--- config.mk ---
export PLATFORM = sky130hd
export DESIGN_NAME = smr_ctrl
export DESIGN_NICKNAME = d
export VERILOG_FILES = /design/src/rtl/smr_pkg.sv /design/src/rtl/smr_event_arb.sv /design/src/rtl/smr_trace_unit.sv /design/src/rtl/smr_scale_decode.sv /design/src/rtl/smr_ctrl.sv
export SDC_FILE = /design/constraint.sdc
export NUM_CORES = 1
export LEC_CHECK = 0
export BUFFER_PORTS_ARGS = -buffer_cell sky130_fd_sc_hd__buf_2
export CAP_MARGIN = 40
export CORE_UTILIZATION = 34
export CTS_BUF_LIST = sky130_fd_sc_hd__clkbuf_4 sky130_fd_sc_hd__clkbuf_8
export DETAILED_ROUTE_END_ITERATION = 6
export MAX_ROUTING_LAYER = met4
export PLACE_DENSITY = 0.88
export SLEW_MARGIN = 10
export SYNTH_ARGS = -nofsm -noshare
export SYNTH_HDL_FRONTEND = slang
export SYNTH_SLANG_ARGS = --single-unit
--- constraint.sdc ---
create_clock -name clk -period 1.2 [get_ports clk]
set_input_delay 0.06 -clock clk [delete_from_list [all_inputs] [get_ports clk]]
set_output_delay 0.06 -clock clk [all_outputs]
set_load 0.02 [all_outputs]
--- src/rtl/smr_pkg.sv ---
package smr_pkg;
  localparam int MB_W  = 8;
  localparam int B_LF  = 7;
  localparam int B_DM  = 6;
  localparam int B_TR  = 5;
  localparam int B_RSV = 4;
  localparam int B_SC  = 2;   // scaling field occupies B_SC+1:B_SC

  localparam logic [MB_W-1:0] RSV_MASK = ~(MB_W'(1) << B_RSV);
  localparam logic [MB_W-1:0] IRQ_KEEP =
    ~((MB_W'(1) << B_LF) | (MB_W'(1) << B_TR) | (MB_W'(3) << B_SC));

  typedef enum logic [2:0] {
    EV_NONE, EV_IRQ, EV_RTI, EV_LEND, EV_LSTART, EV_WRITE
  } ev_e;

  typedef enum logic [1:0] {
    SC_NONE = 2'b00,
    SC_DOWN = 2'b01,
    SC_UP   = 2'b10
  } scale_e;
endpackage

--- src/rtl/smr_event_arb.sv ---
module smr_event_arb
  import smr_pkg::*;
#(
  parameter int N_EV = 5
) (
  input  logic [N_EV-1:0] req_i,   // index 0 is highest priority
  output ev_e             ev_o
);
  localparam int IW = (N_EV > 1) ? $clog2(N_EV) : 1;

  logic [IW-1:0] win_idx;
  logic          any;

  always_comb begin
    win_idx = '0;
    any     = 1'b0;
    for (int i = N_EV - 1; i >= 0; i--) begin
      if (req_i[i]) begin
        win_idx = IW'(i);
        any     = 1'b1;
      end
    end
  end

  always_comb begin
    ev_o = EV_NONE;
    if (any) begin
      case (win_idx)
        IW'(0):  ev_o = EV_IRQ;
        IW'(1):  ev_o = EV_RTI;
        IW'(2):  ev_o = EV_LEND;
        IW'(3):  ev_o = EV_LSTART;
        default: ev_o = EV_WRITE;
      endcase
    end
  end
endmodule

--- src/rtl/smr_trace_unit.sv ---
module smr_trace_unit (
  input  logic clk,
  input  logic rst_n,
  input  logic trace_bit_i,
  input  logic start_i,
  input  logic done_i,
  output logic req_o
);
  logic armed_q;

  always_ff @(posedge clk or negedge rst_n) begin
    if (!rst_n) begin
      armed_q <= 1'b0;
      req_o   <= 1'b0;
    end else begin
      req_o <= done_i & armed_q;
      if (start_i)
        armed_q <= trace_bit_i;
      else if (done_i)
        armed_q <= 1'b0;
    end
  end
endmodule

--- src/rtl/smr_scale_decode.sv ---
module smr_scale_decode
  import smr_pkg::*;
#(
  parameter int ACC_W    = 56,
  parameter int RND_BASE = 23,
  parameter int PW       = $clog2(ACC_W)
) (
  input  logic [1:0]    field_i,
  output logic [1:0]    scale_o,
  output logic [PW-1:0] round_pos_o
);
  localparam logic [PW-1:0] POS_NONE = PW'(RND_BASE);
  localparam logic [PW-1:0] POS_DOWN = PW'(RND_BASE + 1);
  localparam logic [PW-1:0] POS_UP   = PW'(RND_BASE - 1);

  scale_e sc;

  always_comb begin
    case (field_i)
      2'b01:   sc = SC_DOWN;
      2'b10:   sc = SC_UP;
      default: sc = SC_NONE;
    endcase
  end

  always_comb begin
    case (sc)
      SC_DOWN: round_pos_o = POS_DOWN;
      SC_UP:   round_pos_o = POS_UP;
      default: round_pos_o = POS_NONE;
    endcase
  end

  assign scale_o = sc;
endmodule

--- src/rtl/smr_ctrl.sv ---
module smr_ctrl
  import smr_pkg::*;
#(
  parameter int SR_W     = 16,
  parameter int ACC_W    = 56,
  parameter int RND_BASE = 23,
  localparam int PW      = $clog2(ACC_W),
  localparam int LO_W    = SR_W - MB_W
) (
  input  logic            clk,
  input  logic            rst_n,
  input  logic            sw_we_i,
  input  logic [MB_W-1:0] sw_wdata_i,
  input  logic            loop_start_i,
  input  logic            loop_end_i,
  input  logic            irq_entry_i,
  input  logic            rti_i,
  input  logic            instr_start_i,
  input  logic            instr_done_i,
  input  logic [LO_W-1:0] cc_byte_i,
  output logic            push_o,
  output logic [SR_W-1:0] push_data_o,
  output logic            pop_o,
  input  logic [SR_W-1:0] pop_data_i,
  output logic [MB_W-1:0] mode_o,
  output logic [1:0]      scale_o,
  output logic [PW-1:0]   round_pos_o,
  output logic            dm_o,
  output logic            lf_o,
  output logic            trace_o,
  output logic            trace_req_o
);
  logic [MB_W-1:0] mode_q, mode_d;
  logic [MB_W-1:0] popped;
  ev_e             ev;

  smr_event_arb #(.N_EV(5)) u_arb (
    .req_i ({sw_we_i, loop_start_i, loop_end_i, rti_i, irq_entry_i}),
    .ev_o  (ev)
  );

  assign popped = pop_data_i[SR_W-1 -: MB_W];

  always_comb begin
    mode_d = mode_q;
    unique case (ev)
      EV_IRQ:    mode_d = mode_q & IRQ_KEEP;
      EV_RTI:    mode_d = popped & RSV_MASK;
      EV_LEND:   mode_d[B_LF] = popped[B_LF];
      EV_LSTART: mode_d[B_LF] = 1'b1;
      EV_WRITE:  mode_d = sw_wdata_i & RSV_MASK;
      default:   mode_d = mode_q;
    endcase
  end

  always_ff @(posedge clk or negedge rst_n) begin
    if (!rst_n) mode_q <= '0;
    else        mode_q <= mode_d;
  end

  assign push_o      = (ev == EV_IRQ) || (ev == EV_LSTART);
  assign pop_o       = (ev == EV_RTI) || (ev == EV_LEND);
  assign push_data_o = {mode_q, cc_byte_i};

  smr_trace_unit u_trace (
    .clk         (clk),
    .rst_n       (rst_n),
    .trace_bit_i (mode_q[B_TR]),
    .start_i     (instr_start_i),
    .done_i      (instr_done_i),
    .req_o       (trace_req_o)
  );

  smr_scale_decode #(.ACC_W(ACC_W), .RND_BASE(RND_BASE), .PW(PW)) u_scale (
    .field_i     (mode_q[B_SC+1:B_SC]),
    .scale_o     (scale_o),
    .round_pos_o (round_pos_o)
  );

  assign mode_o  = mode_q;
  assign lf_o    = mode_q[B_LF];
  assign dm_o    = mode_q[B_DM];
  assign trace_o = mode_q[B_TR];
endmodule

==> results by group, run 1 <==
Outcome
  • Status: complete, no violations

Floorplanning
  • Die Width: 47.0 um
  • Num rows: 15
  • Core Region: ~0.0018 mm^2
  • Starting Density: between 30% and 40%
  • Top Ports: 79
  • Area of the die: roughly 0.0022 mm^2
  • Height of the die: around 47 um

Drt
  • Metal3 WL: between 100 and 150 um
  • Metal2 WL: between 700 and 800 um
  • WL final: roughly 1.5 mm
  • Initial DRC count: 1
  • Wire per inst: 11.1 um
  • Via density: 4.47
  • Met1 WL: ~600 um
  • Drt drc: 0
  • Top routing layer used: met4
  • Via count: around 600
  • ANT nets after route: 0
  • First-pass iteration count of the detailed router: 3

Clocking
  • Root buffer cell: clkbuf_4
  • Max Buffers Root-to-Sink: 2
  • Sink Count: 9
  • CTS Buf Count: 3
  • CTS tree: built
  • H-tree depth: 1
  • Clk slew on worst S/H paths: roughly 60 ps
  • Clock Latency Late Sink: about 250 ps

Critical path
  • CP Capture Type: primary output
  • Crit path DAT: 1110 ps
  • WS Path Type: reg2out
  • CP bufs+invs: 2
  • WP data required: between 1000 and 1500 ps
  • Worst Setup Start Kind: flip-flop
  • CP Cell Sequence: inv_2, ha_4, buf_6
  • CP delay by family, top: flip-flops
  • CP max FO: 5
  • Slowest cell on crit path: dfrtp_2
  • Critical Path Max Stage Delay: 420 ps

Synthesis
  • Yosys reg bits: 9
  • Most common cell in the netlist: buf_4
  • Syn avg cell area: between 8 and 9 um^2
  • Syn Inst Count: 77
  • Synth warn: 0
  • Top cells by area, synth: dfrtp_1 33%, buf_4 26%, ha_1 5.4%
  • Sequential fraction of the synthesis area: between 30% and 40%
  • Synth cell count leaders: 24 x buf_4, 9 x dfrtp_1, 7 x inv_1, 4 x a21oi_1, 4 x nor2_1
  • Post-synth cell types: 21
  • Mapped Area: slightly below 700 um^2
  • Synth area leader: dfrtp_1
  • Post-synth EDFFs: 0
  • Post-synth ARST share: 100%
  • Top_reg_cell synth: dfrtp_1
  • Post-synth top area share: 32.7%

Cells and area
  • Synth-to-Final Area Change: 32.3%
  • Filler Cells Inserted: about 180
  • Diodes inserted: 0
  • Final net count: around 160
  • Share of cells above drive strength 1: between 60% and 70%
  • Fin util: about half

GRT
  • Initial antenna violation count: 0
  • Global route total overflow: 0
  • Pin count of the biggest net entering global routing: 13
  • First-pass GRT wire length: approximately 2.2 mm
  • Gr usage total: between 10% and 20%
  • Vias in the first global route: between 500 and 600

Place
  • Final GP Congestion: around 0.74
  • Post-DP HPWL: 1.22 mm
  • PortBufs: 48
  • Pre-CTS setup slack: -72.4 ps

Pwr
  • Total power: 0.000960 W
  • Pwr/cell area: ~1100 mW/mm^2
  • Leakage power: approximately 0.5 nW
  • Maximum VDD drop: between 400 and 500 uV

Timing
  • Fmax: around 0.85 GHz
  • Count of final setup violators: 0
  • Slew Viols, Final: 0
  • Tmin final: 1170 ps
  • Setup WS post-layout: 30.2 ps
  • Clock skew: between 3 and 4 ps
  • Final Hold Fails: 0
  • Crit share post-route: a little over nine tenths
  • RSZ-0062 raised after global routing: true

Worst hold path
  • Hold WC Path Type: in2reg

Job
  • Max cap viols: 0
[metal layers]
metal	global-route usage [%]	vias to the layer above
met4	9.71	0
met3	2.31	4
met2	26.4	35
met1	15.3	271
li1	-	303
met5	-	-
[placed cells by master (no fill, tap or decap)]
master         instances
or3b_1                 1
dfrtp_1                7
a211oi_1               2
dlygate4sd3_1          1
nor2_1                 4
inv_1                  5
ha_1                   1
a21oi_1                4
conb_1                 4
inv_2                  2
buf_4                  7
a22o_1                 1
and2_1                 1
a21o_2                 1
nand2_1                3
nand2b_1               1
ha_4                   2
o221a_2                3
clkbuf_4               4
nor3b_1                1
buf_6                  3
dfrtp_2                2
buf_2                 45
a221oi_1               3
or4_1                  3
and2b_1                1
[cells by family (layout without fill, tap and decap cells)]
family / after synthesis / count (layout) / share of synthesized area [%]
fa+ha+maj: 3 / 3 / 5.45
other cells: 2 / 4 / 1.09
compound gates: 14 / 14 / 16.3
simple gates: 15 / 15 / 12.3
buf+inv: 34 / 67 / 32.1
flops: 9 / 9 / 32.7
[layout make-up]
type	instances	area [um^2]	area share [%]
Clock buffer	4	30.0	3.29
Inverter	7	26.3	2.88
Multi-Input combinational cell	36	275	30.2
Sequential cell	9	228	25.0
Tap cell	25	31.3	3.43
Timing Repair Buffer	56	322	35.3
[through the flow]
step                hold WS (ps)  instance area, um^2  setup TNS (ps)  instances
detailed placement         -77.6                  803            -199        129
floorplan                   -236                  697               0         79
global placement           -81.6                  803            -156        129
finish                      28.2                  912               0        137
CTS                         25.6                  872           -18.0        137
global route                28.8                  912           -19.0        137
[sequential cells by signal, indices dropped and copies added (netlist names)]
| register | cells |
|---|---|
| u_trace.req_o | 1 |
| u_trace.armed_q | 1 |
| mode_o | 7 |
[repair_timing]
| action | in CTS | in global routing |
|---|---|---|
| resized for setup | 2 | 11 |
| hold buffers | 1 | 0 |
| hold endpoints to repair | 9 | 0 |
| endpoints found under the setup margin | 3 | 3 |
| gates cloned | 0 | 0 |
| setup buffers | 3 | 0 |
| pin swaps | 1 | 0 |
[final timing paths]
kind	start	to	slack, ps	cells past startpoint
max	mode_o[2]	round_pos_o[0]	30	3
min	instr_done_i	u_trace.req_o	30	2
max reg2reg	mode_o[7]	mode_o[7]	180	3
min reg2reg	u_trace.armed_q	u_trace.req_o	500	1
max in group asynchronous	rst_n	mode_o[3]	820	2
min in group asynchronous	rst_n	mode_o[0]	180	2
[worst register-to-register path, delay by kind of cell, from the launching register on]
family | cells | cell delay, ps
AOI/OAI and AO/OA | 2 | 330
DFF | 1 | 390
and+or+nand+nor | 1 | 170
[power by group]
group | internal [W] | switching [W] | total (W)
combinational | 0.000150 | 0.000208 | 0.000358
clock | 0.000150 | 0.0000943 | 0.000244
sequential | 0.000332 | 0.0000255 | 0.000357
total | 0.000632 | 0.000328 | 0.000960
No activity file was read; power rests on OpenSTA's default activity.
==> run 2, diff against run 1 <==
CORE_UTILIZATION = 37   (was 34)
PLACE_DENSITY = 0.94   (was 0.88)
clock period = 1.52 ns   (was 1.2 ns; I/O delays follow)
==> results by group, run 2 (same netlist as run 1, synthesis figures left out) <==
Floorplanning
  • Top Ports: 79
  • Height of the die: around 45 um
  • Core Region: between 0.0015 and 0.002 mm^2
  • Num rows: 15
  • Die Width: between 40 and 50 um
  • Area of the die: between 0.002 and 0.0025 mm^2
  • Starting Density: between 30% and 40%

Critical path
  • Worst Setup Start Kind: flip-flop
  • WP data required: roughly 1400 ps
  • Crit path DAT: approximately 1200 ps
  • Crit Reg-Reg Endpoint: mode_o[7]
  • CP Capture Type: primary output
  • R2R cell count: 3
  • WS Path Type: reg2out
  • Slowest cell on crit path: dfrtp_1
  • CP Cell Sequence: inv_1, ha_1, buf_2
  • CP delay by family, top: flip-flops
  • Critical Path Max Stage Delay: ~420 ps
  • R2R setup slack: 510 ps
  • CP max FO: 6
  • CP bufs+invs: 2
  • Reg-to-reg startpoint: mode_o[7]

GRT
  • Vias in the first global route: between 500 and 600
  • First-pass GRT wire length: approximately 2.0 mm
  • Initial antenna violation count: 0
  • Gr usage total: around 14%
  • Pin count of the biggest net entering global routing: 13
  • Global route total overflow: 0

Clocking
  • Max Buffers Root-to-Sink: 2
  • H-tree depth: 1
  • Root buffer cell: clkbuf_4
  • CTS tree: built
  • Clk slew on worst S/H paths: about 60 ps
  • Sink Count: 9
  • Clock Latency Late Sink: between 200 and 300 ps
  • Post-CTS Resized: 0
  • CTS Buf Count: 3

Drt
  • Via density: about 4.5
  • First-pass iteration count of the detailed router: 4
  • Via count: ~590
  • Drt drc: 0
  • Wire per inst: between 10 and 15 um
  • WL final: between 1 and 1.5 mm
  • Initial DRC count: 8
  • ANT nets after route: 0

Timing
  • Clock skew: about 4.2 ps
  • Hold_ws: 47.1 ps
  • Tmin final: 1270 ps
  • Setup tns final: 0 ps
  • Final Hold Fails: 0
  • Count of final setup violators: 0
  • Fmax: 0.789 GHz
  • Crit share post-route: between 80% and 90%
  • RSZ-0062 raised after global routing: false
  • Slew Viols, Final: 0

Cells and area
  • Post-route cell area: 813 um^2
  • Most frequent cells in the layout: 48 x buf_2, 9 x dfrtp_1, 7 x inv_1
  • Final net count: 150
  • Synth-to-Final Area Change: 18.0%
  • Commonest non-fill, non-tap cell in the layout: buf_2
  • Largest register FFs: 7
  • Diodes inserted: 0
  • Fin util: a little under half
  • Share of cells above drive strength 1: a little over half

Worst hold path
  • Hold WC Path Type: in2reg
  • Hold path depth: 2
  • Hold path endpoint: u_trace.req_o
  • Hold Crit Start: instr_done_i

Job
  • Max cap viols: 0

Place
  • Post-DP Area: 773 um^2
  • PortBufs: 48
  • Final GP Congestion: 0.729
  • Post-DP HPWL: 1.12 mm

Outcome
  • Status: complete, no violations

Pwr
  • Maximum VDD drop: ~320 uV
  • Total power: slightly above 0.0007 W
  • Leakage power: 0.457 nW
  • Pwr/cell area: between 800 and 900 mW/mm^2
==> run 2: worst register-to-register path, delay by kind of cell (launching register included) <==
family	cells	cell delay (ps)
flops	1	390
compound gates	2	330
simple gates	1	170
==> run 2: power by group <==
group          internal [W]  switching [W]
registers          0.000261      0.0000175
clock network      0.000119      0.0000809
logic             0.0000928       0.000155
total              0.000473       0.000253
==> run 2: timing repair <==
item | CTS | global route
buffers inserted | 0 | 0
hold endpoints to repair | 9 | 0
hold buffers | 1 | 0
==> run 2: metrics by stage <==
| step | instances | worst slack (ps) |
|---|---|---|
| floorplan | 79 | 320 |
| detailed placement | 125 | 153 |
| global route | 130 | 169 |
| CTS | 130 | 224 |
| finish | 130 | 252 |
| global placement | 125 | 162 |
==> run 2: worst max-delay path by stage <==
stage | from | end | slack [ps] | cells after the start
after CTS | mode_o[2] | round_pos_o[0] | 220 | 3
after global placement | loop_start_i | mode_o[0] | 160 | 4
after floorplan | loop_start_i | mode_o[0] | 320 | 4
after global routing | mode_o[2] | round_pos_o[0] | 170 | 3
final | mode_o[2] | round_pos_o[0] | 250 | 3
after detailed placement | loop_start_i | mode_o[0] | 150 | 4
==> run 2: area by class of cell <==
class	count	area, um^2
multi-input cells	36	250
flip-flops and latches	9	225
repair buffers	49	250
inverters	7	26.3
fillers	190	932
clock buffers	4	30.0
well taps	25	31.3
==> run 2: routing by layer <==
| metal | part of all wire, % | wire length (um) | track usage (%) | vias to the layer above |
|---|---|---|---|---|
| li1 | - | - | - | 291 |
| met5 | 0 | 0 | - | - |
| met2 | 49 | 663 | 24.9 | 42 |
| met1 | 38 | 525 | 14.0 | 252 |
| met3 | 12 | 160 | 4.00 | 4 |
| met4 | 1.2 | 16 | 8.48 | 0 |
